### config.mk
export PLATFORM = sky130hd
export DESIGN_NAME = sdram_cmd_tracker
export DESIGN_NICKNAME = d
export VERILOG_FILES = /design/src/rtl/sdt_pkg.sv /design/src/rtl/sdt_gap_timer.sv /design/src/rtl/sdt_bank.sv /design/src/rtl/sdt_cmd_check.sv /design/src/rtl/sdram_cmd_tracker.sv
export SDC_FILE = /design/constraint.sdc
export NUM_CORES = 1
export LEC_CHECK = 0
export ABC_AREA = 1
export ABC_CLOCK_PERIOD_IN_PS = 2600
export CORE_MARGIN = 2
export CORE_UTILIZATION = 57
export DETAILED_ROUTE_END_ITERATION = 6
export GPL_TIMING_DRIVEN = 1
export PLACE_DENSITY = 0.78
export SETUP_SLACK_MARGIN = 0.05
export SLEW_MARGIN = 30
export SYNTH_ARGS = -nofsm -noshare
export SYNTH_HDL_FRONTEND = slang
export SYNTH_SLANG_ARGS = --single-unit
### constraint.sdc
create_clock -name clk -period 2.6 [get_ports clk]
set_input_delay 0.39 -clock clk [delete_from_list [all_inputs] [get_ports clk]]
set_output_delay 0.39 -clock clk [all_outputs]
set_load 0.02 [all_outputs]
### src/rtl/sdt_pkg.sv
package sdt_pkg;

  typedef enum logic [3:0] {
    C_DESL = 4'd0,  C_NOP  = 4'd1,  C_BST  = 4'd2,  C_ACT  = 4'd3,
    C_RD   = 4'd4,  C_RDA  = 4'd5,  C_WR   = 4'd6,  C_WRA  = 4'd7,
    C_PRE  = 4'd8,  C_PALL = 4'd9,  C_REF  = 4'd10, C_SELF = 4'd11,
    C_SELX = 4'd12, C_MRS  = 4'd13
  } cmd_e;

  typedef enum logic [2:0] {
    ST_IDLE = 3'd0, ST_ACT = 3'd1, ST_RD  = 3'd2, ST_WR = 3'd3,
    ST_PRE  = 3'd4, ST_REF = 3'd5, ST_MRS = 3'd6
  } bank_st_e;

  typedef enum logic [3:0] {
    A_NONE, A_ACT, A_RD, A_RDA, A_WR, A_WRA, A_PRE, A_BST,
    A_REF, A_SELF, A_SELX, A_MRS
  } bank_act_e;

endpackage

### src/rtl/sdt_gap_timer.sv
module sdt_gap_timer #(
  parameter int GAP = 2,
  parameter int CW  = 4
) (
  input  logic clk,
  input  logic rst_n,
  input  logic fire_i,
  output logic ok_o
);
  localparam logic [CW-1:0] LOAD = CW'(GAP - 1);

  logic [CW-1:0] cnt_q, cnt_d;

  always_comb begin
    cnt_d = cnt_q;
    if (fire_i)           cnt_d = LOAD;
    else if (cnt_q != '0) cnt_d = cnt_q - 1'b1;
  end

  always_ff @(posedge clk or negedge rst_n) begin
    if (!rst_n) cnt_q <= '0;
    else        cnt_q <= cnt_d;
  end

  assign ok_o = (cnt_q == '0);

  p_act_spacing_r4: assert property (@(posedge clk) disable iff (!rst_n)
    fire_i |-> ok_o);

endmodule

### src/rtl/sdt_bank.sv
module sdt_bank
  import sdt_pkg::*;
#(
  parameter int CAS_LAT   = 2,
  parameter int BURST_LEN = 4,
  parameter int T_RP      = 3,
  parameter int T_RCD     = 3,
  parameter int T_RAS     = 6,
  parameter int T_RFC     = 5,
  parameter int T_MRD     = 2,
  parameter int CW        = 6
) (
  input  logic      clk,
  input  logic      rst_n,
  input  bank_act_e act_i,
  output bank_st_e  st_o,
  output logic      rcd_ok_o,
  output logic      ras_ok_o,
  output logic      self_o
);
  localparam logic [CW-1:0] ONE    = CW'(1);
  localparam logic [CW-1:0] LD_RD  = CW'(CAS_LAT + BURST_LEN - 1);
  localparam logic [CW-1:0] LD_WR  = CW'(BURST_LEN - 1);
  localparam logic [CW-1:0] LD_RP  = CW'(T_RP - 1);
  localparam logic [CW-1:0] LD_RCD = CW'(T_RCD - 1);
  localparam logic [CW-1:0] LD_RAS = CW'(T_RAS - 1);
  localparam logic [CW-1:0] LD_RFC = CW'(T_RFC - 1);
  localparam logic [CW-1:0] LD_MRD = CW'(T_MRD - 1);

  bank_st_e      st_q, st_d;
  logic [CW-1:0] cnt_q, cnt_d, rcd_q, rcd_d, ras_q, ras_d;
  logic          autop_q, autop_d, self_q, self_d;

  always_comb begin
    st_d    = st_q;
    cnt_d   = cnt_q;
    autop_d = autop_q;
    self_d  = self_q;
    rcd_d   = (rcd_q != '0) ? rcd_q - 1'b1 : rcd_q;
    ras_d   = (ras_q != '0) ? ras_q - 1'b1 : ras_q;

    // window timers
    unique case (st_q)
      ST_PRE, ST_MRS: begin
        if (cnt_q <= ONE) st_d = ST_IDLE;
        else              cnt_d = cnt_q - 1'b1;
      end
      ST_RD, ST_WR: begin
        if (cnt_q <= ONE) begin
          st_d    = autop_q ? ST_PRE : ST_ACT;
          cnt_d   = autop_q ? LD_RP : '0;
          autop_d = 1'b0;
        end else begin
          cnt_d = cnt_q - 1'b1;
        end
      end
      ST_REF: begin
        if (!self_q) begin
          if (cnt_q <= ONE) st_d = ST_IDLE;
          else              cnt_d = cnt_q - 1'b1;
        end
      end
      default: ;
    endcase

    // accepted commands override the timers
    unique case (act_i)
      A_ACT:  begin st_d = ST_ACT; rcd_d = LD_RCD; ras_d = LD_RAS; end
      A_RD:   begin st_d = ST_RD;  cnt_d = LD_RD;  autop_d = 1'b0; end
      A_RDA:  begin st_d = ST_RD;  cnt_d = LD_RD;  autop_d = 1'b1; end
      A_WR:   begin st_d = ST_WR;  cnt_d = LD_WR;  autop_d = 1'b0; end
      A_WRA:  begin st_d = ST_WR;  cnt_d = LD_WR;  autop_d = 1'b1; end
      A_PRE:  begin st_d = ST_PRE; cnt_d = LD_RP;  autop_d = 1'b0; end
      A_BST:  begin st_d = ST_ACT; autop_d = 1'b0; end
      A_REF:  begin st_d = ST_REF; cnt_d = LD_RFC; end
      A_SELF: begin st_d = ST_REF; self_d = 1'b1; end
      A_SELX: begin st_d = ST_REF; self_d = 1'b0; cnt_d = LD_RFC; end
      A_MRS:  begin st_d = ST_MRS; cnt_d = LD_MRD; end
      default: ;
    endcase
  end

  always_ff @(posedge clk or negedge rst_n) begin
    if (!rst_n) begin
      st_q    <= ST_IDLE;
      cnt_q   <= '0;
      rcd_q   <= '0;
      ras_q   <= '0;
      autop_q <= 1'b0;
      self_q  <= 1'b0;
    end else begin
      st_q    <= st_d;
      cnt_q   <= cnt_d;
      rcd_q   <= rcd_d;
      ras_q   <= ras_d;
      autop_q <= autop_d;
      self_q  <= self_d;
    end
  end

  assign st_o     = st_q;
  assign rcd_ok_o = (rcd_q == '0);
  assign ras_ok_o = (ras_q == '0);
  assign self_o   = self_q;

  p_act_from_idle_r2: assert property (@(posedge clk) disable iff (!rst_n)
    (act_i == A_ACT) |-> (st_q == ST_IDLE));
  p_col_after_rcd_r3: assert property (@(posedge clk) disable iff (!rst_n)
    (act_i inside {A_RD, A_RDA, A_WR, A_WRA}) |-> rcd_ok_o);
  p_pre_after_ras_r5: assert property (@(posedge clk) disable iff (!rst_n)
    (act_i == A_PRE) |-> ras_ok_o);
  p_read_not_to_idle_r6: assert property (@(posedge clk) disable iff (!rst_n)
    (st_q == ST_RD) |=> (st_q != ST_IDLE));

endmodule

### src/rtl/sdt_cmd_check.sv
module sdt_cmd_check
  import sdt_pkg::*;
#(
  parameter int NB = 4,
  parameter int BW = 2
) (
  input  logic            valid_i,
  input  logic [3:0]      code_i,
  input  logic [BW-1:0]   bank_i,
  input  bank_st_e        st_i     [NB],
  input  logic [NB-1:0]   rcd_ok_i,
  input  logic [NB-1:0]   ras_ok_i,
  input  logic            rrd_ok_i,
  input  logic            self_i,
  output logic            illegal_o,
  output logic            timing_o,
  output bank_act_e       act_o    [NB]
);
  cmd_e     code;
  bank_st_e cur;
  logic     cur_open, busy, any_open, any_pre, ras_bad;

  assign code     = cmd_e'(code_i);
  assign cur      = st_i[bank_i];
  assign cur_open = (cur == ST_ACT) || (cur == ST_RD) || (cur == ST_WR);

  always_comb begin
    busy = 1'b0; any_open = 1'b0; any_pre = 1'b0; ras_bad = 1'b0;
    for (int b = 0; b < NB; b++) begin
      if (st_i[b] == ST_REF || st_i[b] == ST_MRS) busy = 1'b1;
      if (st_i[b] == ST_PRE) any_pre = 1'b1;
      if (st_i[b] == ST_ACT || st_i[b] == ST_RD || st_i[b] == ST_WR) begin
        any_open = 1'b1;
        if (!ras_ok_i[b]) ras_bad = 1'b1;
      end
    end
  end

  always_comb begin
    illegal_o = 1'b0;
    timing_o  = 1'b0;
    for (int b = 0; b < NB; b++) act_o[b] = A_NONE;
    if (valid_i) begin
      if (code == C_SELX) begin
        if (self_i) for (int b = 0; b < NB; b++) act_o[b] = A_SELX;
        else        illegal_o = 1'b1;
      end else if (code == C_DESL || code == C_NOP) begin
        illegal_o = 1'b0;
      end else if (busy) begin
        illegal_o = (code != C_BST);
      end else begin
        case (code)
          C_BST:
            for (int b = 0; b < NB; b++)
              if (st_i[b] == ST_RD || st_i[b] == ST_WR) act_o[b] = A_BST;
          C_ACT: begin
            if (cur == ST_PRE)       timing_o  = 1'b1;
            else if (cur != ST_IDLE) illegal_o = 1'b1;
            else if (!rrd_ok_i)      timing_o  = 1'b1;
            else                     act_o[bank_i] = A_ACT;
          end
          C_RD, C_RDA, C_WR, C_WRA: begin
            if (!cur_open)              illegal_o = 1'b1;
            else if (!rcd_ok_i[bank_i]) timing_o  = 1'b1;
            else case (code)
              C_RD:    act_o[bank_i] = A_RD;
              C_RDA:   act_o[bank_i] = A_RDA;
              C_WR:    act_o[bank_i] = A_WR;
              default: act_o[bank_i] = A_WRA;
            endcase
          end
          C_PRE: begin
            if (cur_open) begin
              if (!ras_ok_i[bank_i]) timing_o = 1'b1;
              else                   act_o[bank_i] = A_PRE;
            end
          end
          C_PALL: begin
            if (ras_bad) timing_o = 1'b1;
            else
              for (int b = 0; b < NB; b++)
                if (st_i[b] == ST_ACT || st_i[b] == ST_RD || st_i[b] == ST_WR)
                  act_o[b] = A_PRE;
          end
          C_REF, C_SELF, C_MRS: begin
            if (any_open)     illegal_o = 1'b1;
            else if (any_pre) timing_o  = 1'b1;
            else
              for (int b = 0; b < NB; b++)
                act_o[b] = (code == C_REF)  ? A_REF :
                           (code == C_SELF) ? A_SELF : A_MRS;
          end
          default: illegal_o = 1'b1;
        endcase
      end
    end
  end

endmodule

### src/rtl/sdram_cmd_tracker.sv
module sdram_cmd_tracker
  import sdt_pkg::*;
#(
  parameter int NUM_BANKS = 4,
  parameter int BURST_LEN = 4,
  parameter int CAS_LAT   = 2,
  parameter int T_RP      = 3,
  parameter int T_RCD     = 3,
  parameter int T_RRD     = 2,
  parameter int T_RAS     = 6,
  parameter int T_RFC     = 5,
  parameter int T_MRD     = 2
) (
  input  logic                         clk,
  input  logic                         rst_n,
  input  logic                         cmd_valid,
  input  logic [3:0]                   cmd_code,
  input  logic [$clog2(NUM_BANKS)-1:0] cmd_bank,
  output logic [3*NUM_BANKS-1:0]       bank_state,
  output logic                         cmd_illegal,
  output logic                         cmd_timing_err,
  output logic                         read_burst_active
);
  localparam int BW = $clog2(NUM_BANKS);
  localparam int CW = $clog2(CAS_LAT + BURST_LEN + T_RP + T_RCD + T_RRD +
                             T_RAS + T_RFC + T_MRD + 1);

  logic [1:0]           rs_q;
  logic                 rst_int;
  bank_st_e             st_v   [NUM_BANKS];
  bank_act_e            act_v  [NUM_BANKS];
  logic [NUM_BANKS-1:0] rcd_ok, ras_ok, self_v;
  logic                 rrd_ok, act_fire, ill_d, te_d, ill_q, te_q;

  // reset: asserted at once, released on the clock
  always_ff @(posedge clk or negedge rst_n) begin
    if (!rst_n) rs_q <= 2'b00;
    else        rs_q <= {rs_q[0], 1'b1};
  end
  assign rst_int = rs_q[1];

  sdt_cmd_check #(.NB(NUM_BANKS), .BW(BW)) u_check (
    .valid_i (cmd_valid), .code_i (cmd_code), .bank_i (cmd_bank),
    .st_i    (st_v),      .rcd_ok_i (rcd_ok), .ras_ok_i (ras_ok),
    .rrd_ok_i (rrd_ok),   .self_i (|self_v),
    .illegal_o (ill_d),   .timing_o (te_d),   .act_o (act_v)
  );

  always_comb begin
    act_fire = 1'b0;
    for (int b = 0; b < NUM_BANKS; b++)
      if (act_v[b] == A_ACT) act_fire = 1'b1;
  end

  sdt_gap_timer #(.GAP(T_RRD), .CW(CW)) u_rrd (
    .clk (clk), .rst_n (rst_int), .fire_i (act_fire), .ok_o (rrd_ok)
  );

  for (genvar g = 0; g < NUM_BANKS; g++) begin : g_bank
    sdt_bank #(
      .CAS_LAT (CAS_LAT), .BURST_LEN (BURST_LEN), .T_RP (T_RP),
      .T_RCD (T_RCD), .T_RAS (T_RAS), .T_RFC (T_RFC), .T_MRD (T_MRD),
      .CW (CW)
    ) u_bank (
      .clk (clk), .rst_n (rst_int), .act_i (act_v[g]), .st_o (st_v[g]),
      .rcd_ok_o (rcd_ok[g]), .ras_ok_o (ras_ok[g]), .self_o (self_v[g])
    );
    assign bank_state[3*g +: 3] = st_v[g];
  end

  always_ff @(posedge clk or negedge rst_int) begin
    if (!rst_int) begin
      ill_q <= 1'b0;
      te_q  <= 1'b0;
    end else begin
      ill_q <= ill_d;
      te_q  <= te_d;
    end
  end

  assign cmd_illegal    = ill_q;
  assign cmd_timing_err = te_q;

  always_comb begin
    read_burst_active = 1'b0;
    for (int b = 0; b < NUM_BANKS; b++)
      if (st_v[b] == ST_RD) read_burst_active = 1'b1;
  end

  p_flags_exclusive_r11: assert property (@(posedge clk) disable iff (!rst_int)
    !(cmd_illegal && cmd_timing_err));
  p_flag_after_cmd_r11: assert property (@(posedge clk) disable iff (!rst_int)
    (cmd_illegal || cmd_timing_err) |-> $past(cmd_valid));

endmodule

==> reports/metrics.sh <==
AREAGROWTHSYNTHTOFINISH_PCT=39.39
SYN-INSTANCE-COUNT=1003
DOMINANTREGCELLSYNTH='sky130_fd_sc_hd__dfrtp_1'
REG2REGPATHDEPTH=23
REQUIRED_TIME_REPORTED_FOR_THE_CRITICAL_PATH_ENDPOINT_NS=2.87
YOSYS.AREA_SHARE.SIMPLE=0.4124
ROOT_BUFFER='sky130_fd_sc_hd__clkbuf_16'
COMBPWRFRAC=0.620
YS_TOP_CELLS_BY_COUNT='sky130_fd_sc_hd__nand2_1, sky130_fd_sc_hd__inv_1, sky130_fd_sc_hd__nor2_1'
YOSYSSEQAREASHARE=0.3296
WORSTSETUPENDPOINTTYPE='flip-flop'
AVGSYNTHCELLAREA_SQ_UM=6.736
LAYOUT_MIN_CYCLE_TIME_NS=2.783
CTSHTREEMAXLEVEL=3
FF_TO_FF_START='g_bank[2].u_bank.ras_q[0]$_DFFE_PN0P_'
YS_FF_LATCH=89
FP.DIEAREA_SQ_UM=12740
SYNTH_COMPOUND_GATE_AREA_SHARE=0.08074
XOR_AND_XNOR_AREA_SHARE_AFTER_SYNTHESIS=0.03500
YS_WARN_COUNT=0
TOTAL_SWITCHING_POWER_mW=4.799
SETUP_WS_NS=-0.1828
FINALCRITPERIODSHARE=1.070
CRIT_PATH_START_KIND='flip-flop'
DETAIL_ROUTE.WIRELENGTH_UM=21430
VIOLATIONS_IN_THE_FINAL_REPORTS='DRC, setup timing'
GP_ROUTABILITY_CONGESTION=0.9535
PATH_COMMON_CELL='sky130_fd_sc_hd__nand2_1'
FIRST_ITER_VIOLATIONS=820
HORIZ_DIE_DIM_UM=112.9
FINAL-INSTANCE-COUNT-EXCL-FILL=1351
NETLIST_TOP_CELLS_AREA='sky130_fd_sc_hd__dfrtp_1, sky130_fd_sc_hd__nand2_1, sky130_fd_sc_hd__inv_1'
CRIT_PATH_TOP_DELAY_CELL='sky130_fd_sc_hd__dfrtp_1'
P_SEQ_FRAC=0.253
AREA_SHARE_OF_THE_LARGEST_CELL_TYPE_AFTER_SYNTHESIS=0.3296
DRC_ERRORS=7
ACHIEVABLE-FREQUENCY_GHz=0.3594
DETAILROUTE.VIA_COUNT=7681
SYNTH.AREA.MUX_SHARE=0.002963
AVGVIACOUNTPERCELL=5.685
LAYOUT.FILLER_CELLS=718
ANTENNA_VIOLATIONS_BEFORE_REPAIR=0
MIN_PATH_TYPE='in2async'
CTS.SINKS=89
SYN_NETS=1032
IRDROPWORSTVDD_V=0.0007215
FP.DIEH_UM=112.9
MAXIMUM_NET_FANOUT_ON_THE_CRITICAL_PATH=4
WORST_SLEW_PIN_SLEW_NS=0.5403
CTS.REPORTEDPATHS.CLKPINSLEW_NS=0.07
CTS.HOLD.BUFFERS_ADDED=0
HOLD_SLACK_NS=0.1844
NETLIST_AREA_SQ_UM=6756
CRITICAL_PATH_CLASS='reg2reg'
POWER_REPORT.INTERNAL_TOTAL_mW=5.294
PLACE.PORT_BUFFERS=23
POWER.DENSITY_CELL_AREA_nW_PER_UM2=1072
ROUTED_WIRE_LENGTH_PER_INSTANCE_UM=15.86
CLK-INSERTION-DELAY-LATE_NS=0.36
P_CLK_FRAC=0.127
UNREPAIRED_SETUP_ENDPOINTS_AFTER_GLOBAL_ROUTING='true'
YOSYSTOPAREACELL='sky130_fd_sc_hd__dfrtp_1'
DP_HPWL_UM=14300
OVERFLOW_LEFT_AFTER_GLOBAL_ROUTING=0
MAX-CLOCK-PATH-BUFFERS=2
VIAS_IN_THE_FIRST_GLOBAL_ROUTE=6857
CTS_TREE='done'
POWER_LEAKAGE_nW=5.210
R2R_SLACK_NS=-0.18
FINALHOLDVIOLATIONS=0
DETAILED_PLACE.AREA_SQ_UM=8148
SYNTH_ENABLE_FLOP_CELLS=0
COMBINATIONAL_FAMILY_WITH_THE_MOST_AREA_AFTER_SYNTHESIS='simple AND/OR/NAND/NOR gates'
POST-ROUTE-UTIL=0.8178
FINAL-SETUP-VIOL-COUNT=11
POST_SYNTH_FA_HA_MAJ_AREA_FRACTION=0.03704
CORE_AREA_SQ_UM=11520
FINAL_ANTENNA_NET_COUNT=0
GRTUSAGETOTAL=0.3008
FINALINSTANCEAREA_SQ_UM=9418
NUM_IO_PINS=24
TIMING.MAX_CAP.VIOLATIONS=0
SYNTH.LIB_CELLS_USED.DISTINCT=47
RUN_STATUS='complete, but fails checks'
PLACED_CELLS=1293
GRT_MAX_DEGREE=36
GRT_PASS1_WL_UM=31090
INSERTEDDIODECOUNT=0
CLOCK_BUFFER_COUNT_FROM_CTS=9
DESIGN.FINAL.NETS=1232
SYNTHMOSTINSTANTIATEDCELL='sky130_fd_sc_hd__nand2_1'
WORSTPATHCELLLIST='inv_2 > ha_4 > inv_2 > nor2_1 > nand2_1 > nand2_1 > nand2_2 > nor2_4 > nand3_2 > nand2_1 > nor2_1 > nand2_1 > nand2_2 > nand2_4 > nand3_4 > buf_6 > nand2_4 > nand2_4 > nor2_4 > inv_2 > nand2_1 > o21ai_1 > nor2_1'
RR_ENDPOINT='g_bank[0].u_bank.cnt_q[0]$_DFFE_PN0P_'
FINAL_LAYOUT_SIZE_SUFFIX_GT1_FRAC=0.3278
POWER_SWITCHING_SHARE=0.4755
POSTSYNTH.ASYNCRESETSHARE=1.000
PLACEMENTROWS=39
FINAL.SETUP.TNS_NS=-0.9906
TIMING.SLEW.HEADROOM=0.6365
WORST_EP_ARRIVAL_TIME_NS=3.05
INITIAL_UTILIZATION=0.5867
FINAL_MAX_SLEW_VIOL_COUNT=0
WORST_STAGE_DELAY_ON_THE_CRITICAL_PATH_NS=0.40
FIN_WORST_SKEW_NS=0.008730
DRT_PASS1_ITERATIONS=7
cells in the final DEF, fill, tap and decap left out, types with 8 or more instances in the layout:
master                            instances
sky130_fd_sc_hd__nand2_1                234
sky130_fd_sc_hd__buf_4                  162
sky130_fd_sc_hd__inv_1                  122
sky130_fd_sc_hd__nor2_1                  88
sky130_fd_sc_hd__dfrtp_1                 83
sky130_fd_sc_hd__nand3_1                 68
sky130_fd_sc_hd__nand2_2                 56
sky130_fd_sc_hd__nand4_1                 36
sky130_fd_sc_hd__o21ai_0                 30
sky130_fd_sc_hd__a21oi_1                 26
sky130_fd_sc_hd__nand2_4                 26
sky130_fd_sc_hd__inv_2                   25
sky130_fd_sc_hd__nor2_2                  21
sky130_fd_sc_hd__xor2_1                  19
sky130_fd_sc_hd__clkdlybuf4s50_1         19
sky130_fd_sc_hd__nor2_4                  16
sky130_fd_sc_hd__nand3_2                 16
sky130_fd_sc_hd__ha_1                    15
sky130_fd_sc_hd__nor3_1                  12
sky130_fd_sc_hd__o21ai_1                 11
sky130_fd_sc_hd__o211ai_1                11
sky130_fd_sc_hd__clkbuf_16               10
sky130_fd_sc_hd__buf_6                   10
sky130_fd_sc_hd__nand3b_1                 9
sky130_fd_sc_hd__xnor2_1                  8
critical path: cells and delay by family (launching register included):
family / cells / cell delay (ns)
buffers and inverters: 4 / 0.36
and+or+nand+nor: 17 / 1.70
adders and majority gates: 1 / 0.13
AOI/OAI and AO/OA: 1 / 0.09
DFF: 1 / 0.40
cell families after synthesis:
family / Yosys count
AO/OA/AOI/OAI: 96
XOR/XNOR: 27
adder cells (fa/ha/maj): 20
buffers and inverters: 167
flip-flops: 89
multiplexers: 2
other: 1
AND/OR/NAND/NOR: 601
per-layer routing:
layer  up-vias  wire [um]  global-route usage
li1       3616          -                   -
met1      3589       8710              0.3945
met2       374      10320              0.5020
met3       102       1413             0.04767
met4         0        986              0.1187
met5         -          0                   0
power groups by stage:
stage / Sequential, mW / Combinational [mW] / Clock, mW
floorplan: 2.53 / 3.50 / 0
global placement: 2.52 / 4.96 / 0
detailed placement: 2.53 / 5.11 / 0
CTS: 2.51 / 5.20 / 1.29
global route: 2.62 / 6.91 / 1.35
finish: 2.55 / 6.26 / 1.28
through the flow:
step / power, mW / worst slack (ns)
6_report: 10.09 / -0.1828
4_1_cts: 8.999 / 0.0006477
3_5_place_dp: 7.646 / -0.3856
2_1_floorplan: 6.031 / 0.2984
3_3_place_gp: 7.478 / -0.3594
5_1_grt: 10.89 / -0.3176
what timing repair did:
action,4_1_cts,5_1_grt
buffers inserted,0,42
resized for setup,10,179
pin swaps,2,60
setup endpoints to repair,28,73
endpoints found under the hold margin,0,0
gates cloned,0,1
worst max path at each step:
stage                                           from                                    end  slack, ns  cells after the start
2_1_floorplan  g_bank[1].u_bank.ras_q[0]$_DFFE_PN0P_   g_bank[3].u_bank.st_o[2]$_DFFE_PN0P_       0.30                     21
5_1_grt        g_bank[2].u_bank.ras_q[0]$_DFFE_PN0P_  g_bank[0].u_bank.cnt_q[0]$_DFFE_PN0P_      -0.32                     23
3_3_place_gp                             cmd_bank[0]   g_bank[0].u_bank.st_o[0]$_DFFE_PN0P_      -0.36                     22
3_5_place_dp                             cmd_bank[0]   g_bank[0].u_bank.st_o[2]$_DFFE_PN0P_      -0.39                     22
4_1_cts        g_bank[1].u_bank.ras_q[1]$_DFFE_PN0P_   g_bank[0].u_bank.st_o[2]$_DFFE_PN0P_     0.0006                     23
6_report       g_bank[2].u_bank.ras_q[0]$_DFFE_PN0P_  g_bank[0].u_bank.cnt_q[0]$_DFFE_PN0P_      -0.18                     23
registers in the layout, indices dropped and copies added (netlist names):
signal / cells
cmd_timing_err: 1
u_rrd.cnt_q: 5
g_bank.u_bank.rcd_q: 20
g_bank.u_bank.cnt_q: 20
g_bank.u_bank.st_o: 12
g_bank.u_bank.self_o: 4
cmd_illegal: 1
g_bank.u_bank.ras_q: 20
g_bank.u_bank.autop_q: 4
rs_q: 2
cell type report:
type,instances,area (sq um),area share
Clock inverter,7,58.81,0.006244
Multi-Input combinational cell,747,4415,0.4688
Inverter,154,596.8,0.06337
Tap cell,143,178.9,0.01900
Clock buffer,9,225.2,0.02391
Timing Repair Buffer,202,1705,0.1811
Sequential cell,89,2237,0.2375
Note: power is estimated with default switching activity, not from simulation.
